### src/rtl/glp_pkg.sv
package glp_pkg;
  // register offsets of the software window
  localparam int unsigned OFS_DATA = 0;
  localparam int unsigned OFS_CMD  = 1;

  // command word bit positions
  localparam int unsigned CMD_START_BIT = 0;
  localparam int unsigned CMD_SPACE_BIT = 1;

  // schedule setting indices in settings space
  typedef enum logic [2:0] {
    SET_BASE_LO  = 3'd0,
    SET_BASE_HI  = 3'd1,
    SET_CYCLE_LO = 3'd2,
    SET_CYCLE_HI = 3'd3,
    SET_EXT      = 3'd4,
    SET_LEN      = 3'd5
  } set_idx_e;

  localparam int unsigned NUM_SETTINGS = 6;

  typedef enum logic {
    SPACE_LIST = 1'b0,
    SPACE_SETTINGS = 1'b1
  } space_e;
endpackage

### src/rtl/glp_regs.sv
module glp_regs
  import glp_pkg::*;
#(
  parameter int unsigned DW         = 32,
  parameter int unsigned ADDR_SHIFT = 8,
  parameter int unsigned AW         = 8
) (
  input  logic          clk,
  input  logic          rst_n,
  input  logic          reg_we,
  input  logic [1:0]    reg_addr,
  input  logic [DW-1:0] reg_wdata,
  output logic [DW-1:0] reg_rdata,
  input  logic          busy,
  output logic          launch,
  output space_e        launch_space,
  output logic [AW-1:0] launch_addr,
  output logic [DW-1:0] data_q
);
  logic [DW-1:0] data_n;
  logic          data_en;
  space_e        space_q, space_n;
  logic [AW-1:0] addr_q, addr_n;
  logic          cmd_en;
  logic          wr_data, wr_cmd;

  always_comb begin
    wr_data = reg_we && (reg_addr == 2'(OFS_DATA));
    wr_cmd  = reg_we && (reg_addr == 2'(OFS_CMD));
    data_en = wr_data;
    data_n  = reg_wdata;
    // command fields are frozen while a transfer is in flight
    cmd_en  = wr_cmd && !busy;
    space_n = space_e'(reg_wdata[CMD_SPACE_BIT]);
    addr_n  = reg_wdata[ADDR_SHIFT +: AW];
    launch  = cmd_en && reg_wdata[CMD_START_BIT];
    launch_space = space_n;
    launch_addr  = addr_n;
  end

  always_ff @(posedge clk or negedge rst_n) begin
    if (!rst_n) begin
      data_q <= '0;
    end else if (data_en) begin
      data_q <= data_n;
    end
  end

  always_ff @(posedge clk or negedge rst_n) begin
    if (!rst_n) begin
      space_q <= SPACE_LIST;
      addr_q  <= '0;
    end else if (cmd_en) begin
      space_q <= space_n;
      addr_q  <= addr_n;
    end
  end

  always_comb begin
    reg_rdata = '0;
    if (reg_addr == 2'(OFS_DATA)) begin
      reg_rdata = data_q;
    end else if (reg_addr == 2'(OFS_CMD)) begin
      reg_rdata[CMD_START_BIT]     = busy;
      reg_rdata[CMD_SPACE_BIT]     = space_q;
      reg_rdata[ADDR_SHIFT +: AW]  = addr_q;
    end
  end
endmodule

### src/rtl/glp_seq.sv
module glp_seq
  import glp_pkg::*;
#(
  parameter int unsigned DW         = 32,
  parameter int unsigned AW         = 8,
  parameter int unsigned LIST_DEPTH = 64,
  parameter int unsigned XFER_LAT   = 4,
  localparam int unsigned LIST_AW   = $clog2(LIST_DEPTH),
  localparam int unsigned CW        = (XFER_LAT > 1) ? $clog2(XFER_LAT) : 1
) (
  input  logic               clk,
  input  logic               rst_n,
  input  logic               launch,
  input  space_e             launch_space,
  input  logic [AW-1:0]      launch_addr,
  input  logic [DW-1:0]      launch_data,
  output logic               busy,
  output logic               done,
  output logic               gl_we,
  output logic [LIST_AW-1:0] gl_addr,
  output logic [DW-1:0]      gl_wdata,
  output logic               set_we,
  output logic [2:0]         set_idx,
  output logic [DW-1:0]      set_data
);
  logic          busy_q, busy_n;
  logic [CW-1:0] cnt_q, cnt_n;
  logic          done_q, done_n;
  logic          glwe_q, glwe_n;
  space_e        cap_space_q;
  logic [AW-1:0] cap_addr_q;
  logic [DW-1:0] cap_data_q;
  logic          commit, list_ok, set_ok;

  always_comb begin
    list_ok = (cap_space_q == SPACE_LIST) && (32'(cap_addr_q) < 32'(LIST_DEPTH));
    set_ok  = (cap_space_q == SPACE_SETTINGS) && (32'(cap_addr_q) < 32'(NUM_SETTINGS));
    commit  = busy_q && (cnt_q == '0);
    busy_n  = busy_q;
    cnt_n   = cnt_q;
    done_n  = 1'b0;
    glwe_n  = 1'b0;
    if (launch) begin
      busy_n = 1'b1;
      cnt_n  = CW'(XFER_LAT - 1);
    end else if (busy_q) begin
      if (commit) begin
        busy_n = 1'b0;
        done_n = 1'b1;
        glwe_n = list_ok;
      end else begin
        cnt_n = cnt_q - 1'b1;
      end
    end
  end

  always_ff @(posedge clk or negedge rst_n) begin
    if (!rst_n) begin
      busy_q <= 1'b0;
      cnt_q  <= '0;
      done_q <= 1'b0;
      glwe_q <= 1'b0;
    end else begin
      busy_q <= busy_n;
      cnt_q  <= cnt_n;
      done_q <= done_n;
      glwe_q <= glwe_n;
    end
  end

  // operands are captured once, at launch
  always_ff @(posedge clk or negedge rst_n) begin
    if (!rst_n) begin
      cap_space_q <= SPACE_LIST;
      cap_addr_q  <= '0;
      cap_data_q  <= '0;
    end else if (launch) begin
      cap_space_q <= launch_space;
      cap_addr_q  <= launch_addr;
      cap_data_q  <= launch_data;
    end
  end

  assign busy     = busy_q;
  assign done     = done_q;
  assign gl_we    = glwe_q;
  assign gl_addr  = cap_addr_q[LIST_AW-1:0];
  assign gl_wdata = cap_data_q;
  assign set_we   = commit && set_ok;
  assign set_idx  = cap_addr_q[2:0];
  assign set_data = cap_data_q;
endmodule

### src/rtl/glp_set_bank.sv
module glp_set_bank
  import glp_pkg::*;
#(
  parameter int unsigned DW = 32
) (
  input  logic          clk,
  input  logic          rst_n,
  input  logic          set_we,
  input  logic [2:0]    set_idx,
  input  logic [DW-1:0] set_data,
  output logic [DW-1:0] set_q [NUM_SETTINGS]
);
  for (genvar i = 0; i < NUM_SETTINGS; i++) begin : g_set
    logic en;
    assign en = set_we && (set_idx == 3'(i));
    always_ff @(posedge clk or negedge rst_n) begin
      if (!rst_n) begin
        set_q[i] <= '0;
      end else if (en) begin
        set_q[i] <= set_data;
      end
    end
  end
endmodule

### src/rtl/gate_list_port.sv
module gate_list_port
  import glp_pkg::*;
#(
  parameter int unsigned DW         = 32,
  parameter int unsigned ADDR_SHIFT = 8,
  parameter int unsigned AW         = 8,
  parameter int unsigned LIST_DEPTH = 64,
  parameter int unsigned XFER_LAT   = 4,
  localparam int unsigned LIST_AW   = $clog2(LIST_DEPTH)
) (
  input  logic               clk,
  input  logic               rst_n,
  input  logic               reg_we,
  input  logic [1:0]         reg_addr,
  input  logic [DW-1:0]      reg_wdata,
  output logic [DW-1:0]      reg_rdata,
  output logic               xfer_busy,
  output logic               xfer_done,
  output logic               gl_we,
  output logic [LIST_AW-1:0] gl_addr,
  output logic [DW-1:0]      gl_wdata,
  output logic [DW-1:0]      base_time_lo,
  output logic [DW-1:0]      base_time_hi,
  output logic [DW-1:0]      cycle_time_lo,
  output logic [DW-1:0]      cycle_time_hi,
  output logic [DW-1:0]      time_ext,
  output logic [DW-1:0]      list_len
);
  // reset asserts asynchronously, releases on a clock edge
  logic [1:0] rst_sync_q;
  logic       rst_core_n;

  always_ff @(posedge clk or negedge rst_n) begin
    if (!rst_n) rst_sync_q <= 2'b00;
    else        rst_sync_q <= {rst_sync_q[0], 1'b1};
  end
  assign rst_core_n = rst_sync_q[1];

  logic          launch;
  space_e        launch_space;
  logic [AW-1:0] launch_addr;
  logic [DW-1:0] data_q;
  logic          set_we;
  logic [2:0]    set_idx;
  logic [DW-1:0] set_data;
  logic [DW-1:0] set_q [NUM_SETTINGS];

  glp_regs #(.DW(DW), .ADDR_SHIFT(ADDR_SHIFT), .AW(AW)) u_regs (
    .clk(clk), .rst_n(rst_core_n),
    .reg_we(reg_we), .reg_addr(reg_addr), .reg_wdata(reg_wdata),
    .reg_rdata(reg_rdata), .busy(xfer_busy),
    .launch(launch), .launch_space(launch_space),
    .launch_addr(launch_addr), .data_q(data_q)
  );

  glp_seq #(.DW(DW), .AW(AW), .LIST_DEPTH(LIST_DEPTH), .XFER_LAT(XFER_LAT)) u_seq (
    .clk(clk), .rst_n(rst_core_n),
    .launch(launch), .launch_space(launch_space),
    .launch_addr(launch_addr), .launch_data(data_q),
    .busy(xfer_busy), .done(xfer_done),
    .gl_we(gl_we), .gl_addr(gl_addr), .gl_wdata(gl_wdata),
    .set_we(set_we), .set_idx(set_idx), .set_data(set_data)
  );

  glp_set_bank #(.DW(DW)) u_bank (
    .clk(clk), .rst_n(rst_core_n),
    .set_we(set_we), .set_idx(set_idx), .set_data(set_data),
    .set_q(set_q)
  );

  assign base_time_lo  = set_q[SET_BASE_LO];
  assign base_time_hi  = set_q[SET_BASE_HI];
  assign cycle_time_lo = set_q[SET_CYCLE_LO];
  assign cycle_time_hi = set_q[SET_CYCLE_HI];
  assign time_ext      = set_q[SET_EXT];
  assign list_len      = set_q[SET_LEN];
endmodule

### config.mk
export PLATFORM = sky130hd
export DESIGN_NAME = gate_list_port
export DESIGN_NICKNAME = d
export VERILOG_FILES = /design/src/rtl/glp_pkg.sv /design/src/rtl/glp_regs.sv /design/src/rtl/glp_seq.sv /design/src/rtl/glp_set_bank.sv /design/src/rtl/gate_list_port.sv
export SDC_FILE = /design/constraint.sdc
export NUM_CORES = 1
export LEC_CHECK = 0
export ABC_AREA = 0
export BUFFER_PORTS_ARGS = -buffer_cell sky130_fd_sc_hd__buf_2
export CAP_MARGIN = 40
export CORE_MARGIN = 2
export CORE_UTILIZATION = 25
export DETAILED_ROUTE_END_ITERATION = 10
export PLACE_DENSITY = 0.54
export SLEW_MARGIN = 40
export SYNTH_ARGS = -nofsm -noshare
export SYNTH_HDL_FRONTEND = slang
export SYNTH_SLANG_ARGS = --single-unit
### constraint.sdc
create_clock -name clk -period 23.9 [get_ports clk]
set_clock_uncertainty 0.05 [all_clocks]
set_input_delay 4.78 -clock clk [delete_from_list [all_inputs] [get_ports clk]]
set_output_delay 4.78 -clock clk [all_outputs]
set_load 0.02 [all_outputs]
==> results of run 1 <==
state kept, by name, summed over array words and instances (netlist names):
register / flops
rst_sync_q: 2
u_bank.set_q: 192
u_regs.addr_q: 8
u_regs.data_q: 32
u_regs.space_q: 1
u_seq.busy: 1
u_seq.cap_addr_q: 8
u_seq.cap_space_q: 1
u_seq.cnt_q: 2
u_seq.done: 1
u_seq.gl_wdata: 32
u_seq.gl_we: 1
power by group through the flow:
stage | logic (mW) | clock network [mW] | registers [mW]
2_1_floorplan | 0.102 | 0 | 0.657
3_3_place_gp | 0.220 | 0 | 0.644
3_5_place_dp | 0.223 | 0 | 0.645
4_1_cts | 0.225 | 0.540 | 0.637
5_1_grt | 0.239 | 0.559 | 0.650
6_report | 0.221 | 0.521 | 0.634
layout by cell type (no fill, tap or decap), types with 5 or more instances in the layout:
| cell type | n |
|---|---|
| clkbuf_16 | 35 |
| buf_2 | 301 |
| and2_1 | 23 |
| mux2i_1 | 10 |
| buf_4 | 18 |
| clkbuf_1 | 5 |
| mux2_2 | 240 |
| nor2_1 | 12 |
| clkbuf_8 | 7 |
| dfrtp_1 | 280 |
| mux2_4 | 30 |
cells by family after synthesis:
logic type,after synthesis,synth area share (%)
multiplexers,284,30.2
flip-flops,281,64.3
AND/OR/NAND/NOR,57,3.29
buffers and inverters,40,1.91
adder cells (fa/ha/maj),1,0.114
other,1,0.0343
AO/OA/AOI/OAI,1,0.0687
XOR/XNOR,1,0.0801
metal layers:
metal / vias to the layer above / global-route usage [%]
met1: 3467 / 17.6
met2: 207 / 21.3
li1: 2993 / -
met3: 49 / 4.13
met4: 0 / 4.97
met5: - / 0
worst max-delay path: stages:
cell and delay (ns):
buf_2 0.24, nor2_2 0.31, buf_4 0.29, and2_1 0.17, buf_2 0.16
area by class of cell:
type,count,area (sq um),share of cell area (%)
inverter,2,7.51,0.0523
timing repair buffer,323,1700,11.8
tap,585,732,5.10
sequential,281,7040,49.1
multi-input combinational,345,3740,26.1
clock inverter,10,138,0.960
antenna,2,5.00,0.0349
clock buffer,47,991,6.91
path summary, 6_finish.rpt:
kind	startpoint	endpoint	slack, ns	cells past startpoint
max in group asynchronous	rst_n	rst_sync_q[1]	19.71	1
min in group clk	rst_sync_q[0]	rst_sync_q[1]	0.30	0
hold reg to reg	rst_sync_q[1]	u_bank.set_q[127]	0.22	0
setup reg to reg	u_seq.cnt_q[0]	u_bank.set_q[12]	20.73	6
hold / removal	rst_sync_q[1]	u_bank.set_q[127]	0.22	0
setup / recovery	reg_addr[0]	reg_rdata[23]	13.10	5
==> impl_table.tex, run 1 <==
\begin{tabular}{lr}
\hline
Metric & Value \\
\hline
\multicolumn{2}{l}{\textbf{Clocking}} \\
\quad Number of buffers added by the clock tree synthesis step & 34 \\
\quad Cell at the root of the clock tree & clkbuf\_16 \\
\quad Worst-Skew Late Latency & 0.53 ns \\
\quad CTS tree & done \\
\quad Buffer depth of the longest clock path & 3 \\
\quad \# resized after CTS & 0 \\
\quad Total setup buffers inserted after CTS & 0 \\
\quad TritonCTS sink count & 281 \\
\quad Quantity of hold-fixing buffers added after cts & 0 \\
\quad Clock-pin slew on the worst setup and hold paths & around 0.06 ns \\
\quad Number of levels the H-tree was split into & 2 \\
\multicolumn{2}{l}{\textbf{Place}} \\
\quad Post-DP Area & 0.0132 sq mm \\
\quad Placed cell count & around 1500 \\
\quad Buffers added on ports & 301 \\
\quad Routability Congestion & 0.719 \\
\quad DP HPWL & 21100 um \\
\quad Place WS & 13.09 ns \\
\multicolumn{2}{l}{\textbf{Final layout}} \\
\quad Filler-free cell count of the finished design & 1595 \\
\quad Layout Utilization & 33.3\% \\
\quad Synth-to-Final Area Change & 31.2\% \\
\quad Post-route cell area & 0.0143 sq mm \\
\quad Fill cell instance count of the final layout & 4347 \\
\quad Nets & approximately 1000 \\
\quad Fraction of final layout cells with drive strength greater than 1 & 65.0\% \\
\multicolumn{2}{l}{\textbf{Job}} \\
\quad Number of max-cap violations & 0 \\
\multicolumn{2}{l}{\textbf{Route}} \\
\quad Highest metal layer used by the detailed router & met4 \\
\quad Post-detailed-route wirelength per cell & 19.4 um \\
\quad Final wirelength & 30900 um \\
\quad Metal2 WL & 14400 um \\
\quad Antenna-violating nets left & 0 \\
\quad Sum of routed wire segments on met1 & 13500 um \\
\quad Total number of vias & about 6700 \\
\quad DRC marker count from the first detailed-route iteration & 308 \\
\quad Total iterations of the first detailed-routing run & 4 \\
\quad Drt via density & 4.21 \\
\quad DRC viols & 0 \\
\quad Met3 wirelength from detailed routing & 2270 um \\
\multicolumn{2}{l}{\textbf{GRT}} \\
\quad Aggregate global-route resource usage & 13.6\% \\
\quad Pin count of the biggest net entering global routing & 66 \\
\quad Number of global-route vias before repair & 6844 \\
\quad Overflow after GRT & 0 \\
\quad Global-route wire length before repair & 45400 um \\
\quad Initial antenna violation count & 1 \\
\multicolumn{2}{l}{\textbf{Timing}} \\
\quad Least-Margin Pin Slew & around 0.62 ns \\
\quad Number of hold violations in the final report & 0 \\
\quad Count of final max-slew check failures & 0 \\
\quad Hold WS & 0.218 ns \\
\quad Final critical-path setup slack & $\sim$13 ns \\
\quad Maximum clock rate & 0.0926 GHz \\
\quad Minimum clock period & 10.80 ns \\
\quad Share of the clock period used by the worst path & 45.2\% \\
\quad Setup-failing EPs final & 0 \\
\quad Setup repair after global routing missed its margin & no \\
\quad Tightest slew margin relative to the limit & about three fifths \\
\quad Setup tns final & 0 ns \\
\multicolumn{2}{l}{\textbf{Logic synthesis}} \\
\quad Primary FF master, synth & dfrtp\_1 \\
\quad Library cell with the highest instance count after synthesis & dfrtp\_1 \\
\quad Post-synthesis cell count & between 600 and 700 \\
\quad Top cells by instance count after synthesis & 281 x dfrtp\_1, 240 x mux2\_2, 30 x mux2\_4, 24 x and2\_1, 14 x clkbuf\_1 \\
\quad Number of storage elements in the synthesis netlist & 281 \\
\quad Post-synthesis cell type with the largest combined area & dfrtp\_1 \\
\quad Mean instance size in the synthesized netlist & 16.4 sq um \\
\quad Cell types with the largest area share after synthesis & dfrtp\_1 64\%, mux2\_2 25\%, mux2\_4 4.1\%, and2\_1 1.4\%, mux2i\_1 0.92\% \\
\quad Cell area after synthesis & 0.0109 sq mm \\
\quad Async set-reset flop share out of synthesis & 100\% \\
\quad Sequential element share of the synthesized area & about 64\% \\
\quad Distinct cells, synth & 29 \\
\quad Synth warnings & 0 \\
\quad Net count after synthesis & 704 \\
\quad Number of enable flip-flop cells after synthesis & 0 \\
\quad Share of Yosys cell area claimed by the top area cell type & 64.3\% \\
\multicolumn{2}{l}{\textbf{Floorplan}} \\
\quad Die Footprint & between 0.04 and 0.05 sq mm \\
\quad Die boundary height & 213 um \\
\quad Initial Util & 25.4\% \\
\quad I/O pin total & 302 \\
\quad DIE WIDTH & 213 um \\
\quad Core area & 0.0431 sq mm \\
\quad Row count & between 70 and 80 \\
\multicolumn{2}{l}{\textbf{Pwr}} \\
\quad Sequential power share & 46.1\% \\
\quad Areal power density over the cells & 95.9 mW/mm\^{}2 \\
\quad Switching Share & a little under a third \\
\quad Logic gate share of total power & 16.0\% \\
\quad Worst vdd rail ir drop & between 0.00005 and 0.00006 V \\
\quad Net load switching power & 0.418 mW \\
\quad P\_leak & 7.76 nW \\
\quad Clock network fraction of design power & 37.9\% \\
\quad Power after layout & between 1 and 1.5 mW \\
\quad Pint & approximately 0.96 mW \\
\multicolumn{2}{l}{\textbf{Worst hold path}} \\
\quad Class of the most critical hold timing path & flip-flop to asynchronous set/reset pin \\
\multicolumn{2}{l}{\textbf{Critical path}} \\
\quad Nature of the critical path endpoint & primary output \\
\quad Category of the critical setup timing path & input pin to primary output \\
\quad Max Fanout on Critical Path & 13 \\
\quad Data arrival at the endpoint of the critical path & about 6 ns \\
\quad Critical Path Start Type & input pin \\
\quad CP Data Required Time & 19.07 ns \\
\multicolumn{2}{l}{\textbf{Outcome}} \\
\quad Result of the run & completed \\
\hline
\end{tabular}
No activity file was read; power rests on OpenSTA's default activity.
==> inputs of run 2 (changes only) <==
--- a/config.mk
+++ b/config.mk
@@ -11,7 +11,7 @@
 export CORE_MARGIN = 2
 export CORE_UTILIZATION = 25
 export DETAILED_ROUTE_END_ITERATION = 10
-export PLACE_DENSITY = 0.54
+export PLACE_DENSITY = 0.56
 export SLEW_MARGIN = 40
 export SYNTH_ARGS = -nofsm -noshare
 export SYNTH_HDL_FRONTEND = slang
==> constraint.sdc (replaced) <==
create_clock -name clk -period 9.3 [get_ports clk]
set_clock_uncertainty 0.05 [all_clocks]
set_input_delay 1.86 -clock clk [delete_from_list [all_inputs] [get_ports clk]]
set_output_delay 1.86 -clock clk [all_outputs]
set_load 0.02 [all_outputs]
==> run 2 against run 1 <==
  * First-iteration DRC count shrank 4.2%
  * Sequential power grew to 2.6 times the previous value
  * Count of clock-buffer cells in the layout shrank 3
  * Worst hold slack gained 0.042 ns
  * Highest routed layer is now met5
  * Critical path depth grew 1
  * Setup slack lost 8.7 ns
  * Non-clock buffer count shrank 3
  * Core utilization shrank 0.34 points
  * Via count grew 0.70%
  * Global-route usage shrank 0.41 points
==> impl_table.tex, run 2 (synthesis gave the netlist of run 1 again) <==
\begin{tabular}{lr}
\hline
Metric & Value \\
\hline
\multicolumn{2}{l}{\textbf{Critical path}} \\
\quad Largest stage delay, worst path & about 0.27 ns \\
\quad Data arrival at the endpoint of the critical path & 3.02 ns \\
\quad Critical Path Start Type & input pin \\
\quad Max Fanout on Critical Path & 12 \\
\quad Worst-path cell chain & buf\_2, nor2\_4, buf\_8, buf\_8, and2\_1, buf\_2 \\
\quad Critical Path Slowest Stage Cell & nor2\_4 \\
\quad Crit Reg-Reg Startpoint & u\_seq.cnt\_q[0] \\
\quad Count of cells along the worst register-to-register path & 6 \\
\quad Top delay family on crit path & buffers and inverters \\
\quad Launch point of the worst path & reg\_addr[0] \\
\quad Category of the critical setup timing path & input pin to primary output \\
\quad Setup slack of the worst register-to-register path & between 6 and 7 ns \\
\quad CP Data Required Time & 7.39 ns \\
\quad Nature of the critical path endpoint & primary output \\
\quad Worst setup endpoint & reg\_rdata[22] \\
\quad Critical path depth & 6 \\
\quad Buffers and inverters on the worst path & 4 \\
\quad Worst reg2reg endpoint & u\_bank.set\_q[13] \\
\multicolumn{2}{l}{\textbf{Timing}} \\
\quad Setup tns final & 0 ns \\
\quad Count of final max-slew check failures & 0 \\
\quad Setup repair after global routing missed its margin & no \\
\quad Share of the clock period used by the worst path & 53.1\% \\
\quad Least-Margin Pin Slew & 0.796 ns \\
\quad Tightest slew margin relative to the limit & roughly 47\% \\
\quad Number of hold violations in the final report & 0 \\
\quad Minimum clock period & 4.93 ns \\
\quad Maximum clock rate & 0.203 GHz \\
\quad Final critical-path setup slack & 4.37 ns \\
\quad Setup-failing EPs final & 0 \\
\multicolumn{2}{l}{\textbf{Floorplan}} \\
\quad Core area & 0.0431 sq mm \\
\quad Row count & 76 \\
\quad I/O pin total & 302 \\
\quad Die boundary height & 213 um \\
\quad Die Footprint & 0.0454 sq mm \\
\quad DIE WIDTH & 213 um \\
\quad Initial Util & 25.4\% \\
\multicolumn{2}{l}{\textbf{Final layout}} \\
\quad Fill cell instance count of the final layout & 4334 \\
\quad Diodes inserted & 0 \\
\quad Nets & 1019 \\
\quad Synth-to-Final Area Change & 29.9\% \\
\quad Fraction of final layout cells with drive strength greater than 1 & 64.6\% \\
\quad Commonest non-fill, non-tap cells in the layout & 301 x buf\_2, 280 x dfrtp\_1, 240 x mux2\_2 \\
\quad Flip-flop count of the largest register after layout & 192 \\
\quad Commonest non-fill, non-tap cell in the layout & buf\_2 \\
\quad Reg with most FFs & u\_bank.set\_q \\
\multicolumn{2}{l}{\textbf{Place}} \\
\quad Place WS & approximately 4.3 ns \\
\quad Routability Congestion & approximately 0.70 \\
\quad Buffers added on ports & 301 \\
\quad DP HPWL & 20200 um \\
\multicolumn{2}{l}{\textbf{GRT}} \\
\quad Met3 global-route usage & 3.74\% \\
\quad Number of global-route vias before repair & 6825 \\
\quad Met1 demand-to-capacity share in global routing & 17.3\% \\
\quad Global-route wire length before repair & 44800 um \\
\quad Aggregate global-route resource usage & 13.2\% \\
\quad Overflow after GRT & 0 \\
\quad Fraction of met2 tracks used by global routing & 21.2\% \\
\quad Initial antenna violation count & 2 \\
\quad Pin count of the biggest net entering global routing & between 100 and 150 \\
\quad Most crowded layer after global routing & met2 \\
\multicolumn{2}{l}{\textbf{Clocking}} \\
\quad Cell at the root of the clock tree & clkbuf\_16 \\
\quad Number of buffers added by the clock tree synthesis step & 31 \\
\quad Total setup buffers inserted after CTS & 0 \\
\quad Buffer depth of the longest clock path & 3 \\
\quad CTS tree & done \\
\quad Quantity of hold-fixing buffers added after cts & 0 \\
\quad Clock-pin slew on the worst setup and hold paths & roughly 0.060 ns \\
\quad \# resized after CTS & 0 \\
\quad Worst-Skew Late Latency & 0.57 ns \\
\quad Number of levels the H-tree was split into & 1 \\
\quad TritonCTS sink count & 281 \\
\multicolumn{2}{l}{\textbf{Pwr}} \\
\quad Worst vdd rail ir drop & between 0.00015 and 0.0002 V \\
\quad P\_leak & 7.69 nW \\
\quad Areal power density over the cells & 238 mW/mm\^{}2 \\
\multicolumn{2}{l}{\textbf{Outcome}} \\
\quad Result of the run & completed \\
\multicolumn{2}{l}{\textbf{Route}} \\
\quad Total iterations of the first detailed-routing run & 4 \\
\quad Post-detailed-route wirelength per cell & approximately 19 um \\
\quad DRC viols & 0 \\
\quad Total number of vias & 6763 \\
\quad Final wirelength & 30400 um \\
\quad Antenna-violating nets left & 0 \\
\quad DRC marker count from the first detailed-route iteration & 295 \\
\quad Drt via density & 4.26 \\
\multicolumn{2}{l}{\textbf{Job}} \\
\quad Number of max-cap violations & 0 \\
\multicolumn{2}{l}{\textbf{Worst hold path}} \\
\quad Class of the most critical hold timing path & flip-flop to asynchronous set/reset pin \\
\hline
\end{tabular}
## run 2: cell types whose count changed in the layout (fill, tap and decap cells not counted), moves of 2 or more
cell / delta
buf_6: -2
diode_2: -2
clkinv_2: +6
clkbuf_1: +2
buf_4: -4
clkbuf_16: -4
buf_8: +2
bufinv_16: -2
## run 2: worst min path at each step
stage	start	cells past startpoint	slack (ns)	endpoint
after CTS	rst_sync_q[1]	0	0.29	u_bank.set_q[78]
after global placement	rst_sync_q[1]	0	0.27	u_bank.set_q[143]
final	rst_sync_q[1]	0	0.26	u_bank.set_q[78]
after global routing	rst_sync_q[1]	0	0.31	u_bank.set_q[78]
after detailed placement	rst_sync_q[1]	0	0.28	u_bank.set_q[143]
after floorplan	rst_sync_q[0]	0	0.28	rst_sync_q[1]
## run 2: layout make-up
| type | instances | area [sq um] | area share (%) |
|---|---|---|---|
| inverter | 2 | 7.51 | 0.0529 |
| timing repair buffer | 320 | 1700 | 12.0 |
| clock buffer | 44 | 885 | 6.23 |
| tap | 585 | 732 | 5.16 |
| clock inverter | 12 | 91.3 | 0.643 |
| multi-input combinational | 345 | 3740 | 26.4 |
| sequential | 281 | 7040 | 49.6 |
## run 2: power by group
group          switching (mW)  internal, mW
Clock                   0.492         0.684
Combinational           0.314         0.249
Sequential              0.249          1.39
## run 2: through the flow
| step | instance area (sq um) | power (mW) | instances | hold slack [ns] | util, % |
|---|---|---|---|---|---|
| detailed placement | 13200 | 2.23 | 1533 | 0.279 | 30.7 |
| CTS | 14200 | 3.43 | 1589 | 0.289 | 33.0 |
| finish | 14200 | 3.37 | 1589 | 0.260 | 33.0 |
| global route | 14200 | 3.55 | 1589 | 0.306 | 33.0 |
| floorplan | 10900 | 1.95 | 666 | 0.281 | - |
| global placement | 13100 | 2.22 | 1526 | 0.270 | 30.5 |
## run 2: metal layers
metal / routed length (um) / part of all wire [%] / vias to the layer above
met4: 715 / 2.4 / 2
met5: 14 / 0.046 / -
met1: 13400 / 44 / 3543
met3: 2040 / 6.7 / 42
li1: - / - / 2982
met2: 14300 / 47 / 194
